## src/rtl/mgpio_pkg.sv

```systemverilog
package mgpio_pkg;
  typedef enum logic [1:0] {
    DRV_PUSHPULL = 2'b00,
    DRV_INPUT    = 2'b01,
    DRV_LOWONLY  = 2'b10,
    DRV_HIGHONLY = 2'b11
  } drv_mode_e;

  localparam logic [7:0] OFS_LATCH = 8'h00;
  localparam logic [7:0] OFS_MODE  = 8'h04;
  localparam logic [7:0] OFS_INREG = 8'h08;
  localparam logic [7:0] OFS_SET   = 8'h0C;
  localparam logic [7:0] OFS_CLR   = 8'h10;
  localparam logic [7:0] OFS_INV   = 8'h14;
  localparam logic [7:0] OFS_INEN  = 8'h18;
endpackage

```

## src/rtl/mgpio_regs.sv

```systemverilog
module mgpio_regs
  import mgpio_pkg::*;
#(
  parameter int PINS = 8,
  parameter int AW   = 8,
  parameter int DW   = 32
) (
  input  logic              clk,
  input  logic              rst,
  input  logic [AW-1:0]     addr,
  input  logic              wr,
  input  logic [DW-1:0]     wdata,
  input  logic              rd,
  input  logic [PINS-1:0]   in_q,
  output logic [DW-1:0]     rdata,
  output logic [PINS-1:0]   latch,
  output logic [2*PINS-1:0] mode,
  output logic [PINS-1:0]   inen
);
  localparam int MW = 2 * PINS;

  logic [PINS-1:0] wbits;
  assign wbits = wdata[PINS-1:0];

  always_ff @(posedge clk) begin
    if (rst) begin
      latch <= '0;
      mode  <= '0;
      inen  <= '0;
    end else if (wr) begin
      case (addr)
        AW'(OFS_LATCH): latch <= wbits;
        AW'(OFS_MODE):  mode  <= wdata[MW-1:0];
        AW'(OFS_SET):   latch <= latch | wbits;
        AW'(OFS_CLR):   latch <= latch & ~wbits;
        AW'(OFS_INV):   latch <= latch ^ wbits;
        AW'(OFS_INEN):  inen  <= wbits;
        default: ;
      endcase
    end
  end

  always_ff @(posedge clk) begin
    if (rst) rdata <= '0;
    else if (rd) begin
      case (addr)
        AW'(OFS_LATCH): rdata <= DW'(latch);
        AW'(OFS_MODE):  rdata <= DW'(mode);
        AW'(OFS_INREG): rdata <= DW'(in_q);
        AW'(OFS_INEN):  rdata <= DW'(inen);
        default:        rdata <= '0;
      endcase
    end
  end

  AST_STROBE_NOT_LATCH: assert property (@(posedge clk) disable iff (rst)
    (wr && addr == AW'(OFS_SET)) |=> ((latch & $past(wbits)) == $past(wbits)));
  AST_CLR_KEEPS: assert property (@(posedge clk) disable iff (rst)
    (wr && addr == AW'(OFS_CLR)) |=> ((latch & ~$past(wbits)) == ($past(latch) & ~$past(wbits))));
  AST_STROBE_READ_ZERO: assert property (@(posedge clk) disable iff (rst)
    (rd && (addr == AW'(OFS_SET) || addr == AW'(OFS_CLR) || addr == AW'(OFS_INV))) |=> (rdata == '0));
endmodule

```

## src/rtl/mgpio_insamp.sv

```systemverilog
module mgpio_insamp #(
  parameter int PINS   = 8,
  parameter int STAGES = 2
) (
  input  logic            clk,
  input  logic            rst,
  input  logic [PINS-1:0] pad_in,
  input  logic [PINS-1:0] inen,
  output logic [PINS-1:0] in_q
);
  logic [PINS-1:0] sync [STAGES];

  always_ff @(posedge clk) begin
    if (rst) begin
      for (int s = 0; s < STAGES; s++) sync[s] <= '0;
    end else begin
      sync[0] <= pad_in;
      for (int s = 1; s < STAGES; s++) sync[s] <= sync[s-1];
    end
  end

  for (genvar p = 0; p < PINS; p++) begin : g_cap
    always_ff @(posedge clk) begin
      if (rst) in_q[p] <= 1'b0;
      else if (inen[p]) in_q[p] <= sync[STAGES-1][p];
    end
  end

  AST_HOLD_DISABLED: assert property (@(posedge clk) disable iff (rst)
    ($past(!rst) && !$past(inen[0])) |-> $stable(in_q[0]));
endmodule

```

## src/rtl/mgpio_drive.sv

```systemverilog
module mgpio_drive
  import mgpio_pkg::*;
#(
  parameter int PINS = 8
) (
  input  logic              clk,
  input  logic              rst,
  input  logic [PINS-1:0]   latch,
  input  logic [2*PINS-1:0] mode,
  output logic [PINS-1:0]   pad_out,
  output logic [PINS-1:0]   pad_oe
);
  for (genvar p = 0; p < PINS; p++) begin : g_pin
    drv_mode_e m;
    logic v, e;
    assign m = drv_mode_e'(mode[2*p +: 2]);
    always_comb begin
      unique case (m)
        DRV_PUSHPULL: begin v = latch[p]; e = 1'b1;      end
        DRV_INPUT:    begin v = 1'b0;     e = 1'b0;      end
        DRV_LOWONLY:  begin v = 1'b0;     e = ~latch[p]; end
        default:      begin v = 1'b1;     e = latch[p];  end
      endcase
    end
    always_ff @(posedge clk) begin
      if (rst) begin
        pad_out[p] <= 1'b0;
        pad_oe[p]  <= 1'b1;
      end else begin
        pad_out[p] <= v;
        pad_oe[p]  <= e;
      end
    end
  end

  AST_INPUT_NOT_DRIVEN: assert property (@(posedge clk) disable iff (rst)
    (mode[1:0] == 2'b01) |=> !pad_oe[0]);
  AST_LOWONLY_LEVEL: assert property (@(posedge clk) disable iff (rst)
    (mode[1:0] == 2'b10) |=> (!pad_oe[0] || !pad_out[0]));
  AST_HIGHONLY_LEVEL: assert property (@(posedge clk) disable iff (rst)
    (mode[1:0] == 2'b11) |=> (!pad_oe[0] || pad_out[0]));
endmodule

```

## src/rtl/mgpio_top.sv

```systemverilog
module mgpio_top #(
  parameter int PINS   = 8,
  parameter int AW     = 8,
  parameter int DW     = 32,
  parameter int STAGES = 2
) (
  input  logic            clk,
  input  logic            rst,
  input  logic [AW-1:0]   bus_addr,
  input  logic            bus_wr,
  input  logic [DW-1:0]   bus_wdata,
  input  logic            bus_rd,
  output logic [DW-1:0]   bus_rdata,
  input  logic [PINS-1:0] pad_in,
  output logic [PINS-1:0] pad_out,
  output logic [PINS-1:0] pad_oe
);
  logic [PINS-1:0]   latch, inen, in_q;
  logic [2*PINS-1:0] mode;

  mgpio_regs #(.PINS(PINS), .AW(AW), .DW(DW)) u_regs (
    .clk(clk), .rst(rst), .addr(bus_addr), .wr(bus_wr), .wdata(bus_wdata),
    .rd(bus_rd), .in_q(in_q), .rdata(bus_rdata),
    .latch(latch), .mode(mode), .inen(inen)
  );

  mgpio_insamp #(.PINS(PINS), .STAGES(STAGES)) u_in (
    .clk(clk), .rst(rst), .pad_in(pad_in), .inen(inen), .in_q(in_q)
  );

  mgpio_drive #(.PINS(PINS)) u_drv (
    .clk(clk), .rst(rst), .latch(latch), .mode(mode),
    .pad_out(pad_out), .pad_oe(pad_oe)
  );

  AST_PUSHPULL_FOLLOWS: assert property (@(posedge clk) disable iff (rst)
    (mode[1:0] == 2'b00) |=> (pad_oe[0] && pad_out[0] == $past(latch[0])));
endmodule

```

## config.mk

```make
export PLATFORM = sky130hd
export DESIGN_NAME = mgpio_top
export DESIGN_NICKNAME = d
export VERILOG_FILES = /design/src/rtl/mgpio_pkg.sv /design/src/rtl/mgpio_regs.sv /design/src/rtl/mgpio_insamp.sv /design/src/rtl/mgpio_drive.sv /design/src/rtl/mgpio_top.sv
export SDC_FILE = /design/constraint.sdc
export NUM_CORES = 1
export LEC_CHECK = 0
export ABC_AREA = 1
export BUFFER_PORTS_ARGS = -buffer_cell sky130_fd_sc_hd__buf_2
export CORE_MARGIN = 4
export CORE_UTILIZATION = 58
export CTS_CLUSTER_DIAMETER = 60
export DETAILED_ROUTE_END_ITERATION = 16
export PLACE_DENSITY = 0.89
export SLEW_MARGIN = 20
export SYNTH_ARGS = -nofsm -noshare
export SYNTH_HDL_FRONTEND = slang
export SYNTH_SLANG_ARGS = --single-unit
```

## constraint.sdc

```tcl
create_clock -name clk -period 3.3 [get_ports clk]
set_input_delay 0.165 -clock clk [delete_from_list [all_inputs] [get_ports clk]]
set_output_delay 0.165 -clock clk [all_outputs]
set_load 0.02 [all_outputs]
```

-- Word-level counts from Yosys, hierarchy flattened
Memory sizes are Yosys's and may differ from the RTL's.
Index checks and enable logic that the tools add are counted.
W data, S select, Z words.
- flip-flop bits (word level): 88
- logic and storage cells: 109
- input port bits: 52
- bits in writable memories: 16
- memories kept: 1
- bitwise operators: 14
- reduce and logical (&&, ||, !) cells: 21
- mux-type cells: 23
- eq/ne operators: 22
- memory list (name ; words ; width ; read ports ; clocked after Yosys merged registers in ; write ports ; RTL line ; text):
    u_in.sync ; 2 ; 8 ; 2 ; 0 ; 2 ; mgpio_insamp.sv:11 ; logic [PINS-1:0] sync [STAGES];
- operators with widths (operator ; number):
    $pmux W16 S4 ; 1
    $pmux W8 S4 ; 1
    $eq A8 B5 Y1 const B ; 3
    $pmux W1 S3 ; 8
    $eq A2 B1 Y1 const B ; 8
    $eq A2 B2 Y1 const B ; 8
    $eq A8 B4 Y1 const B ; 2
    $logic_not A2 Y1 ; 8
    $mux W8 ; 2
    $pmux W1 S2 ; 8
    $reduce_or A2 Y1 ; 8
    $and A8 B8 Y8 ; 1
    $eq A8 B3 Y1 const B ; 1
    $logic_not A8 Y1 ; 1
    $not A1 Y1 ; 8
    $not A8 Y8 ; 1
    $or A8 B8 Y8 ; 1
    $xor A8 B8 Y8 ; 1
    $reduce_and A2 Y1 ; 3
    $reduce_bool A4 Y1 ; 1
    $mux W1 ; 3
    $or A1 B1 Y1 ; 2

-- Longest topological paths before layout
Gate-level depths: netlist of the first run.
- depth after elaboration: 3
- depth in mapped cells: 11
- mapped depth without buffers: 10

-- Modules after synthesis
Synthesis of the first run repeated with hierarchy kept, for this count alone.
- cell total of the unflattened synthesis: 595
- area total of the unflattened synthesis: 4284.1 um^2
- modules (own cells, without submodules) (module ; cells an instance ; times used ; area each (um^2)):
    mgpio_regs ; 407 ; 1 ; 2807.7
    mgpio_insamp ; 99 ; 1 ; 777.0
    mgpio_drive ; 89 ; 1 ; 699.4

-- Worst setup path before layout of the first run
Ideal clock, no wire load.
- path type: input to register
- from: in bus_addr[7]
- to: reg u_regs.inen[3]
- setup slack: 2127 ps
- stages: 7
- arrival: 1054 ps
- setup time: 119 ps
- cell sequence: nor2_4 nand2_2 inv_2 nand3_1 buf_6 o21ai_0 a21oi_1
- cells in the longest elaborated chain, start to end: 2
- RTL lines (element ; RTL line ; text):
    start: declaration ; mgpio_top.sv:9 ; input logic [AW-1:0] bus_addr,
    $eq A8 B5 Y1 ; mgpio_regs.sv:31 ; case (addr)
    $reduce_and A2 Y1 (no line) ; n/a ;
    end signal: assignment ; mgpio_regs.sv:37 ; AW'(OFS_INEN): inen <= wbits;
    end: declaration ; mgpio_regs.sv:18 ; output logic [PINS-1:0] inen
Every way passes these cells.
A chain may end at the register's enable or synchronous reset.

-- Worst setup path in the final report of the first run
- from: in bus_addr[0]
- to: reg u_regs.inen[2]
The elaborated chain is that of the path after synthesis.

==> results.sh, run 1 <==
export IMPL_fin_crit_sh_pct=48.46
export IMPL_clock_sinks=88
export IMPL_critPathArrivalTime_ns=1.82
export IMPL_fin_skew_ns=0.01012
export IMPL_timing_final_hold_violations=0
export IMPL_drt_initial_drc_count=294
export IMPL_area_delta_synth_final_pct=12.60
export IMPL_cts_htree_levels=3
export IMPL_layout_commonest_cell="nand2_1"
export IMPL_post_dp_hpwl_microns=6642
export IMPL_max_slew_margin_pct=53.42
export IMPL_grt_first_pass_wirelength_microns=16150
export IMPL_ios=100
export IMPL_core_area_sq_mm=0.006907
export IMPL_avgSynthCellArea_sq_um=7.383
export IMPL_grt_max_degree=48
export IMPL_slew_viol_final=0
export IMPL_diodes=0
export IMPL_route_detailed_drc=0
export IMPL_final_core_util_pct=68.01
export IMPL_drtPass1Iterations=5
export IMPL_min_period_ns=1.599
export IMPL_yosys_area_top_type_share_pct=42.23
export IMPL_die_h_microns=92.81
export IMPL_critical_path_required_ns=3.52
export IMPL_route_detailed_wl_per_inst_microns=13.21
export IMPL_synth_top_area_cell="dfxtp_1"
export IMPL_grt_pass1_vias=3549
export IMPL_power_density_mw_per_mm2=425.0
export IMPL_fin_ws_ns=1.701
export IMPL_hold_class="in2reg"
export IMPL_rows=30
export IMPL_setup_tns_ns=0
export IMPL_dieArea_sq_mm=0.008613
export IMPL_cts_clk_slew_worst_paths_ns=0.08
export IMPL_final_cell_mix="101 x nand2_1, 88 x dfxtp_1, 81 x nor2_1"
export IMPL_synthTopCellsByArea="dfxtp_1 42%, nand2_1 9.1%, nor2_1 7.3%, inv_1 6.4%, o21ai_0 5.6%"
export IMPL_cp_end_kind="flop"
export IMPL_synth_seq_cells=88
export IMPL_cts_buffer_depth=2
export IMPL_cts_root_buf="clkbuf_8"
export IMPL_crit_path_start_kind="primary input"
export IMPL_final_antenna_net_count=0
export IMPL_synthDistinctLibCells=27
export IMPL_post_drt_via_cell_ratio=5.204
export IMPL_ys_seq_area_share_pct=42.23
export IMPL_routed_wl_microns=9641
export IMPL_via_count=3799
export IMPL_synth_area_sq_mm=0.004172
export IMPL_drv_cap=0
export IMPL_nets=697
export IMPL_grt_overflow_total=0
export IMPL_port_buffer_count=67
export IMPL_setup_viol=0
export IMPL_fillers=624
export IMPL_start_util_pct=60.40
export IMPL_rsz0062_at_grt="no"
export IMPL_clk_insertion_delay_late_ns=0.36
export IMPL_numCtsBuffers=9
export IMPL_cts_tree="done"
export IMPL_gr_usage_all_layers_pct=23.26
export IMPL_yosysWarnings=0
export IMPL_drive_above_1_share_pct=17.51
export IMPL_preCtsSetupSlack_ns=1.376
export IMPL_fmax_mhz=625.3
export IMPL_cp_max_fo=17
export IMPL_worst_pin_slew_ns=0.6962
export IMPL_die_w_microns=92.81
export IMPL_leakage_nw=2.402
export IMPL_outcome="finished, final reports clean"
export IMPL_cts_resized=0
export IMPL_place_congestion=0.8624
export IMPL_antenna_found_initial=0
export IMPL_vdd_ir_drop_worst_v=0.0002684
export IMPL_syn_inst=565
export IMPL_crit_type="in2reg"
through the flow:
stage                     total power, mW  instances  cell area (sq um)  hold slack (ns)
after floorplan                     1.220        580               4228           0.2720
after global placement              1.251        712               4472           0.3629
after detailed placement            1.257        712               4472           0.3709
after CTS                           2.006        730               4697         0.001195
after global routing                2.077        730               4697         0.006752
final                               1.996        730               4697         0.006974
layout make-up:
| class | count | area, sq um | share of cell area [%] |
|---|---|---|---|
| clock buffer | 10 | 137.6 | 2.930 |
| clock inverter | 6 | 67.56 | 1.438 |
| inverter | 74 | 277.8 | 5.914 |
| multi-input combinational | 385 | 1962 | 41.77 |
| sequential | 88 | 1762 | 37.51 |
| tap | 96 | 120.1 | 2.557 |
| timing repair buffer | 71 | 370.4 | 7.885 |
Yosys cell counts (all sizes together):
| cell type | number |
|---|---|
| a211oi | 6 |
| a21boi | 2 |
| a21oi | 40 |
| buf | 24 |
| clkbuf | 9 |
| clkinv | 1 |
| conb | 1 |
| dfxtp | 88 |
| ha | 16 |
| inv | 73 |
| nand2 | 112 |
| nand3 | 35 |
| nor2 | 92 |
| nor3 | 8 |
| o211ai | 2 |
| o21ai | 49 |
| o21bai | 5 |
| or2 | 2 |
repair_timing:
action / in CTS / in global routing
hold buffers: 2 / 0
setup endpoints to repair: 0 / 0
endpoints found under the hold margin: 2 / 0
setup buffers: 0 / 0
state kept, by name (all words and copies together) (netlist names):
| register | flops |
|---|---|
| u_in.in_q | 8 |
| u_drv.pad_oe | 8 |
| u_regs.inen | 8 |
| u_regs.mode | 16 |
| u_regs.rdata | 16 |
| u_drv.pad_out | 8 |
| u_in.sync | 16 |
| u_regs.latch | 8 |
critical path: stages:
cell     delay [ns]
buf_2          0.12
inv_1          0.07
nand2_2        0.11
nor2_4         0.34
nand3_1        0.51
o21ai_0        0.41
a21oi_1        0.08
path summary, 6_finish.rpt:
kind	start	endpoint	slack, ns	cells past startpoint
min reg2reg	u_in.sync[0][2]	u_in.sync[0][10]	0.40	2
min	pad_in[0]	u_in.sync[0][0]	0.007	3
max reg2reg	u_regs.latch[5]	u_regs.latch[5]	1.96	8
max	bus_addr[0]	u_regs.inen[2]	1.70	7
cell families after synthesis:
kind of cell             count (synthesis)  share of synthesized area (%)
AO/OA/AOI/OAI                          104                          13.38
other                                    1                        0.08990
adder cells (fa/ha/maj)                 16                          4.799
buffers and inverters                  107                          12.09
AND/OR/NAND/NOR                        249                          27.41
flip-flops                              88                          42.23
layer usage:
metal	up-vias	share of wire, %	GRT usage (%)
li1	1877	-	-
met1	1732	40	28.59
met2	158	50	39.17
met3	32	7.2	4.143
met4	0	3.1	11.23
met5	-	0	0
report_power, final:
part           switching, mW  total (mW)  internal, mW
Sequential           0.00665        1.08          1.08
Clock                  0.387       0.760         0.373
Combinational          0.108       0.153        0.0451
No activity file was read; power rests on OpenSTA's default activity.
==> inputs of run 2 (changes only) <==
--- a/config.mk
+++ b/config.mk
@@ -8,10 +8,10 @@
 export ABC_AREA = 1
 export BUFFER_PORTS_ARGS = -buffer_cell sky130_fd_sc_hd__buf_2
 export CORE_MARGIN = 4
-export CORE_UTILIZATION = 58
+export CORE_UTILIZATION = 48
 export CTS_CLUSTER_DIAMETER = 60
 export DETAILED_ROUTE_END_ITERATION = 16
-export PLACE_DENSITY = 0.89
+export PLACE_DENSITY = 0.8
 export SLEW_MARGIN = 20
 export SYNTH_ARGS = -nofsm -noshare
 export SYNTH_HDL_FRONTEND = slang
==> constraint.sdc (replaced) <==
create_clock -name clk -period 1.4 [get_ports clk]
set_input_delay 0.07 -clock clk [delete_from_list [all_inputs] [get_ports clk]]
set_output_delay 0.07 -clock clk [all_outputs]
set_load 0.02 [all_outputs]
==> results.sh, run 2 (synthesis results as in run 1) <==
export IMPL_gr_usage_all_layers_pct=20.41
export IMPL_start_util_pct=50.02
export IMPL_core_area_sq_mm=0.008341
export IMPL_diodes=0
export IMPL_cp_end_kind="flop"
export IMPL_cpMostUsedCell="nor2_1"
export IMPL_nets=722
export IMPL_startpoint="u_regs.latch[3]"
export IMPL_routed_wl_microns=9976
export IMPL_fin_crit_sh_pct=94.57
export IMPL_timing_final_hold_violations=0
export IMPL_layout_commonest_cell="nand2_1"
export IMPL_clock_sinks=88
export IMPL_fmax_mhz=755.3
export IMPL_slew_viol_final=0
export IMPL_crit_type="reg2reg"
export IMPL_cp_max_fo=5
export IMPL_rsz0062_at_grt="no"
export IMPL_clk_insertion_delay_late_ns=0.35
export IMPL_vdd_ir_drop_worst_v=0.0006093
export IMPL_fin_ws_ns=0.07607
export IMPL_final_cell_mix="101 x nand2_1, 82 x dfxtp_1, 81 x nor2_1"
export IMPL_fin_skew_ns=0.01114
export IMPL_cp_endpoint="u_regs.latch[3]"
export IMPL_port_buffer_count=67
export IMPL_outcome="finished, final reports clean"
export IMPL_preCtsSetupSlack_ns=-0.02460
export IMPL_route_detailed_drc=0
export IMPL_drv_cap=0
export IMPL_r2r_end="u_regs.latch[3]"
export IMPL_area_delta_synth_final_pct=18.57
export IMPL_instances_no_fill=764
export IMPL_drive_above_1_share_pct=19.12
export IMPL_crit_path_start_kind="flop"
export IMPL_dieArea_sq_mm=0.01025
export IMPL_drtPass1Iterations=4
export IMPL_die_w_microns=101.2
export IMPL_worst_pin_slew_ns=0.6643
export IMPL_setup_viol=0
export IMPL_grt_overflow_total=0
export IMPL_cts_tree="done"
export IMPL_cts_buffer_depth=2
export IMPL_die_h_microns=101.2
export IMPL_antenna_found_initial=0
export IMPL_place_inst=732
export IMPL_reg_top3="u_in.sync (16), u_regs.mode (16), u_regs.rdata (16)"
export IMPL_post_dp_hpwl_microns=6857
export IMPL_leakage_nw=2.522
export IMPL_final_core_util_pct=59.30
export IMPL_max_slew_margin_pct=55.55
export IMPL_critPathArrivalTime_ns=1.57
export IMPL_hold_ws_ns=0.05022
export IMPL_min_period_ns=1.324
export IMPL_power_density_mw_per_mm2=926.9
export IMPL_grt_max_degree=54
export IMPL_hold_class="in2reg"
export IMPL_reg2reg_slack_ns=0.08
export IMPL_r2r_cells=8
export IMPL_max_stage_delay_ns=0.38
export IMPL_final_antenna_net_count=0
export IMPL_grt_first_pass_wirelength_microns=16740
export IMPL_critical_path_required_ns=1.65
export IMPL_rows=33
export IMPL_fin_area_sq_mm=0.004946
export IMPL_route_detailed_wl_per_inst_microns=13.06
export IMPL_ios=100
export IMPL_grt_pass1_vias=3792
export IMPL_drt_initial_drc_count=213
export IMPL_numCtsBuffers=9
export IMPL_via_count=3793
export IMPL_cts_htree_levels=3
export IMPL_post_drt_via_cell_ratio=4.965
export IMPL_cts_root_buf="clkbuf_8"
export IMPL_cp_cell_sequence="inv_1, ha_1, inv_1, nor2_1, nor2_1, nand2_1, nor2_1, nor2_1"
export IMPL_place_area_sq_mm=0.004591
export IMPL_cts_clk_slew_worst_paths_ns=0.08
export IMPL_rr_startpoint="u_regs.latch[3]"
export IMPL_place_congestion=0.8604
export IMPL_crit_slowest_cell="dfxtp_2"
==> run 2: cell types whose count changed in the layout (fill, tap and decap cells not counted), sizes merged <==
cell / change
buf: +11
clkbuf: +4
clkinvlp: -1
clkinv: -1
inv: -1
dlygate4sd3: +14
bufinv: -1
==> run 2: stage by stage <==
step,setup TNS [ns],power [mW]
floorplan,0,2.876
global placement,0,2.968
detailed placement,-0.08041,2.981
CTS,0,4.610
global route,0,4.786
finish,0,4.584
==> run 2: power by group <==
part | total (mW) | leakage, nW | internal (mW) | switching [mW]
clock network | 1.62 | 0.0927 | 0.790 | 0.831
logic | 0.411 | 1.71 | 0.146 | 0.264
registers | 2.55 | 0.717 | 2.54 | 0.0155
total | 4.58 | 2.52 | 3.47 | 1.11
==> run 2: layout make-up <==
| class | instances | area, sq um |
|---|---|---|
| fillers | 736 | 3395 |
| well taps | 105 | 131.4 |
| clock buffers | 14 | 172.7 |
| repair buffers | 96 | 618.1 |
| flip-flops and latches | 88 | 1772 |
| multi-input cells | 385 | 1962 |
| clock inverters | 2 | 12.51 |
| inverters | 74 | 277.8 |
==> run 2: critical path: cells and delay by family, from the launching register on <==
family,cells,cell delay (ns)
buffers and inverters,2,0.15
AND/OR/NAND/NOR,5,0.41
flip-flops,1,0.38
adder cells (fa/ha/maj),1,0.29
==> run 2: per-layer routing <==
metal / up-vias / GRT usage [%] / wire, microns
met2: 140 / 33.80 / 4941
met5: - / 0 / 0
li1: 1924 / - / -
met4: 0 / 9.611 / 262
met1: 1705 / 24.29 / 4057
met3: 24 / 5.992 / 714
==> run 2: worst min path at each step <==
stage,startpoint,endpoint,slack [ns],depth (start not counted)
finish,bus_wdata[1],u_regs.mode[1],0.05,3
global route,bus_wdata[6],u_regs.mode[6],0.04,3
CTS,bus_wdata[6],u_regs.mode[6],0.02,3
detailed placement,pad_in[2],u_in.sync[0][2],0.28,3
global placement,pad_in[3],u_in.sync[0][3],0.27,3
floorplan,pad_in[0],u_in.sync[0][0],0.18,2
==> run 2: repair_timing <==
action                     4_1_cts  5_1_grt
buffers inserted                 0        0
gates resized for setup          0        7
setup endpoints to repair        0        6
hold buffers                    16        0
hold endpoints to repair        16        0
==> inputs of run 3 (changes only) <==
--- a/config.mk
+++ b/config.mk
@@ -11,6 +11,7 @@
 export CORE_UTILIZATION = 48
 export CTS_CLUSTER_DIAMETER = 60
 export DETAILED_ROUTE_END_ITERATION = 16
+export GPL_TIMING_DRIVEN = 0
 export PLACE_DENSITY = 0.8
 export SLEW_MARGIN = 20
 export SYNTH_ARGS = -nofsm -noshare
==> results.sh, run 3 (synthesis results as in run 1) <==
export IMPL_die_h_microns=101.2
export IMPL_die_w_microns=101.2
export IMPL_final_antenna_net_count=0
export IMPL_drv_cap=0
export IMPL_nets=743
export IMPL_cts_buffer_depth=2
export IMPL_drtPass1Iterations=4
export IMPL_timing_final_hold_violations=0
export IMPL_grt_max_degree=17
export IMPL_clk_insertion_delay_late_ns=0.37
export IMPL_core_area_sq_mm=0.008341
export IMPL_rsz0062_at_grt="no"
export IMPL_setup_viol=0
export IMPL_area_delta_synth_final_pct=22.50
export IMPL_startpoint="u_regs.latch[0]"
export IMPL_final_cell_mix="101 x nand2_1, 84 x dfxtp_1, 81 x nor2_1"
export IMPL_fin_skew_ns=0.006780
export IMPL_grt_pass1_vias=3832
export IMPL_cp_end_kind="flop"
export IMPL_dieArea_sq_mm=0.01025
export IMPL_final_core_util_pct=61.27
export IMPL_grt_overflow_total=0
export IMPL_route_detailed_wl_per_inst_microns=13.66
export IMPL_min_path_cells=3
export IMPL_min_period_ns=1.294
export IMPL_max_slew_margin_pct=53.05
export IMPL_cp_max_fo=5
export IMPL_outcome="finished, final reports clean"
export IMPL_critPathArrivalTime_ns=1.56
export IMPL_worstHoldStart="bus_wdata[6]"
export IMPL_cp_cell_sequence="inv_1, ha_1, inv_1, nor2_1, nor2_1, nand2_1, nor2_1, nor2_1"
export IMPL_place_congestion=0.9106
export IMPL_layout_commonest_cell="nand2_1"
export IMPL_clock_sinks=88
export IMPL_critPathBufInv=2
export IMPL_reg2reg_slack_ns=0.11
export IMPL_gr_usage_all_layers_pct=21.68
export IMPL_port_buffer_count=66
export IMPL_antenna_found_initial=0
export IMPL_leakage_nw=2.621
export IMPL_power_density_mw_per_mm2=987.7
export IMPL_hold_class="in2reg"
export IMPL_critPathTopFamily="flip-flops"
export IMPL_cts_htree_levels=3
export IMPL_cts_clk_slew_worst_paths_ns=0.09
export IMPL_r2r_end="u_regs.latch[0]"
export IMPL_rr_startpoint="u_regs.latch[0]"
export IMPL_rows=33
export IMPL_crit_path_start_kind="flop"
export IMPL_grt_first_pass_wirelength_microns=17430
export IMPL_max_stage_delay_ns=0.41
export IMPL_crit_slowest_cell="dfxtp_1"
export IMPL_post_dp_hpwl_microns=7486
export IMPL_drive_above_1_share_pct=20.00
export IMPL_cts_root_buf="clkbuf_8"
export IMPL_cts_tree="done"
export IMPL_routed_wl_microns=10720
export IMPL_vdd_ir_drop_worst_v=0.0006329
export IMPL_fin_crit_sh_pct=92.40
export IMPL_r2r_cells=8
export IMPL_numCtsBuffers=9
export IMPL_min_to="u_regs.mode[6]"
export IMPL_reg_top3="u_in.sync (16), u_regs.mode (16), u_regs.rdata (16)"
export IMPL_critical_path_required_ns=1.67
export IMPL_cpMostUsedCell="nor2_1"
export IMPL_drt_initial_drc_count=216
export IMPL_via_count=3966
export IMPL_power_mw=5.047
export IMPL_slew_viol_final=0
export IMPL_post_drt_via_cell_ratio=5.052
export IMPL_ios=100
export IMPL_fmax_mhz=773.0
export IMPL_route_detailed_drc=0
export IMPL_start_util_pct=50.02
export IMPL_crit_type="reg2reg"
export IMPL_worst_pin_slew_ns=0.7042
export IMPL_diodes=0
## run 3: cell count changes in the layout (fill, tap and decap cells not counted), moves of 2 or more
cell / before / now
inv_6: 0 / 3
buf_6: 0 / 4
clkbuf_8: 12 / 10
buf_4: 11 / 19
dlygate4sd3_1: 16 / 18
bufinv_16: 0 / 2
buf_12: 2 / 0
dfxtp_1: 82 / 84
clkbuf_1: 2 / 9
## run 3: worst max path at each step
stage / end / cells past startpoint / slack [ns]
floorplan: u_regs.latch[5] / 8 / 0.25
global placement: u_regs.inen[3] / 8 / -0.09
detailed placement: u_regs.inen[3] / 8 / -0.09
CTS: u_regs.latch[5] / 8 / 0.03
global route: u_regs.latch[0] / 8 / 0.005
finish: u_regs.latch[0] / 8 / 0.11
## run 3: timing repair
action                                 4_1_cts  5_1_grt
resized for setup                            0        4
buffers inserted                             0        0
hold buffers                                18        0
setup endpoints to repair                    0        4
endpoints found under the hold margin       18        0
## run 3: power by group
part,switching [mW],internal [mW]
Sequential,0.0158,2.54
Combinational,0.278,0.172
Clock,0.957,1.09
Total,1.25,3.80
## run 3: metrics by stage
step	hold WS (ns)	area (sq um)	setup TNS (ns)	std cells	worst slack (ns)
6_report	0.03062	5110	0	785	0.1064
5_1_grt	0.02097	5110	0	785	0.005196
4_1_cts	0.01060	5105	0	785	0.03204
3_5_place_dp	0.2767	4690	-0.2148	751	-0.09239
3_3_place_gp	0.2696	4690	-0.08713	751	-0.08713
2_1_floorplan	0.1770	4228	0	580	0.2538
## run 3: worst min-delay path, stage by stage
cell	delay, ns
buf_2	0.12
inv_1	0.10
a21oi_1	0.07
## run 3: layer usage
metal | up-vias | part of all wire, % | global-route usage [%] | routed length, microns
met2 | 183 | 47 | 36.12 | 5080
met4 | 0 | 3.2 | 10.43 | 344
li1 | 1971 | - | - | -
met3 | 37 | 8.9 | 5.992 | 955
met5 | - | 0 | 0 | 0
met1 | 1775 | 40 | 25.78 | 4341
## run 3: layout make-up
| class | count | area, sq um |
|---|---|---|
| Buffer | 33 | 226.5 |
| Clock buffer | 10 | 137.6 |
| Clock inverter | 6 | 97.59 |
| Multi-Input combinational cell | 385 | 1962 |
| Timing Repair Buffer | 84 | 510.5 |
| Sequential cell | 88 | 1767 |
| Fill cell | 729 | 3231 |
| Inverter | 74 | 277.8 |
| Tap cell | 105 | 131.4 |
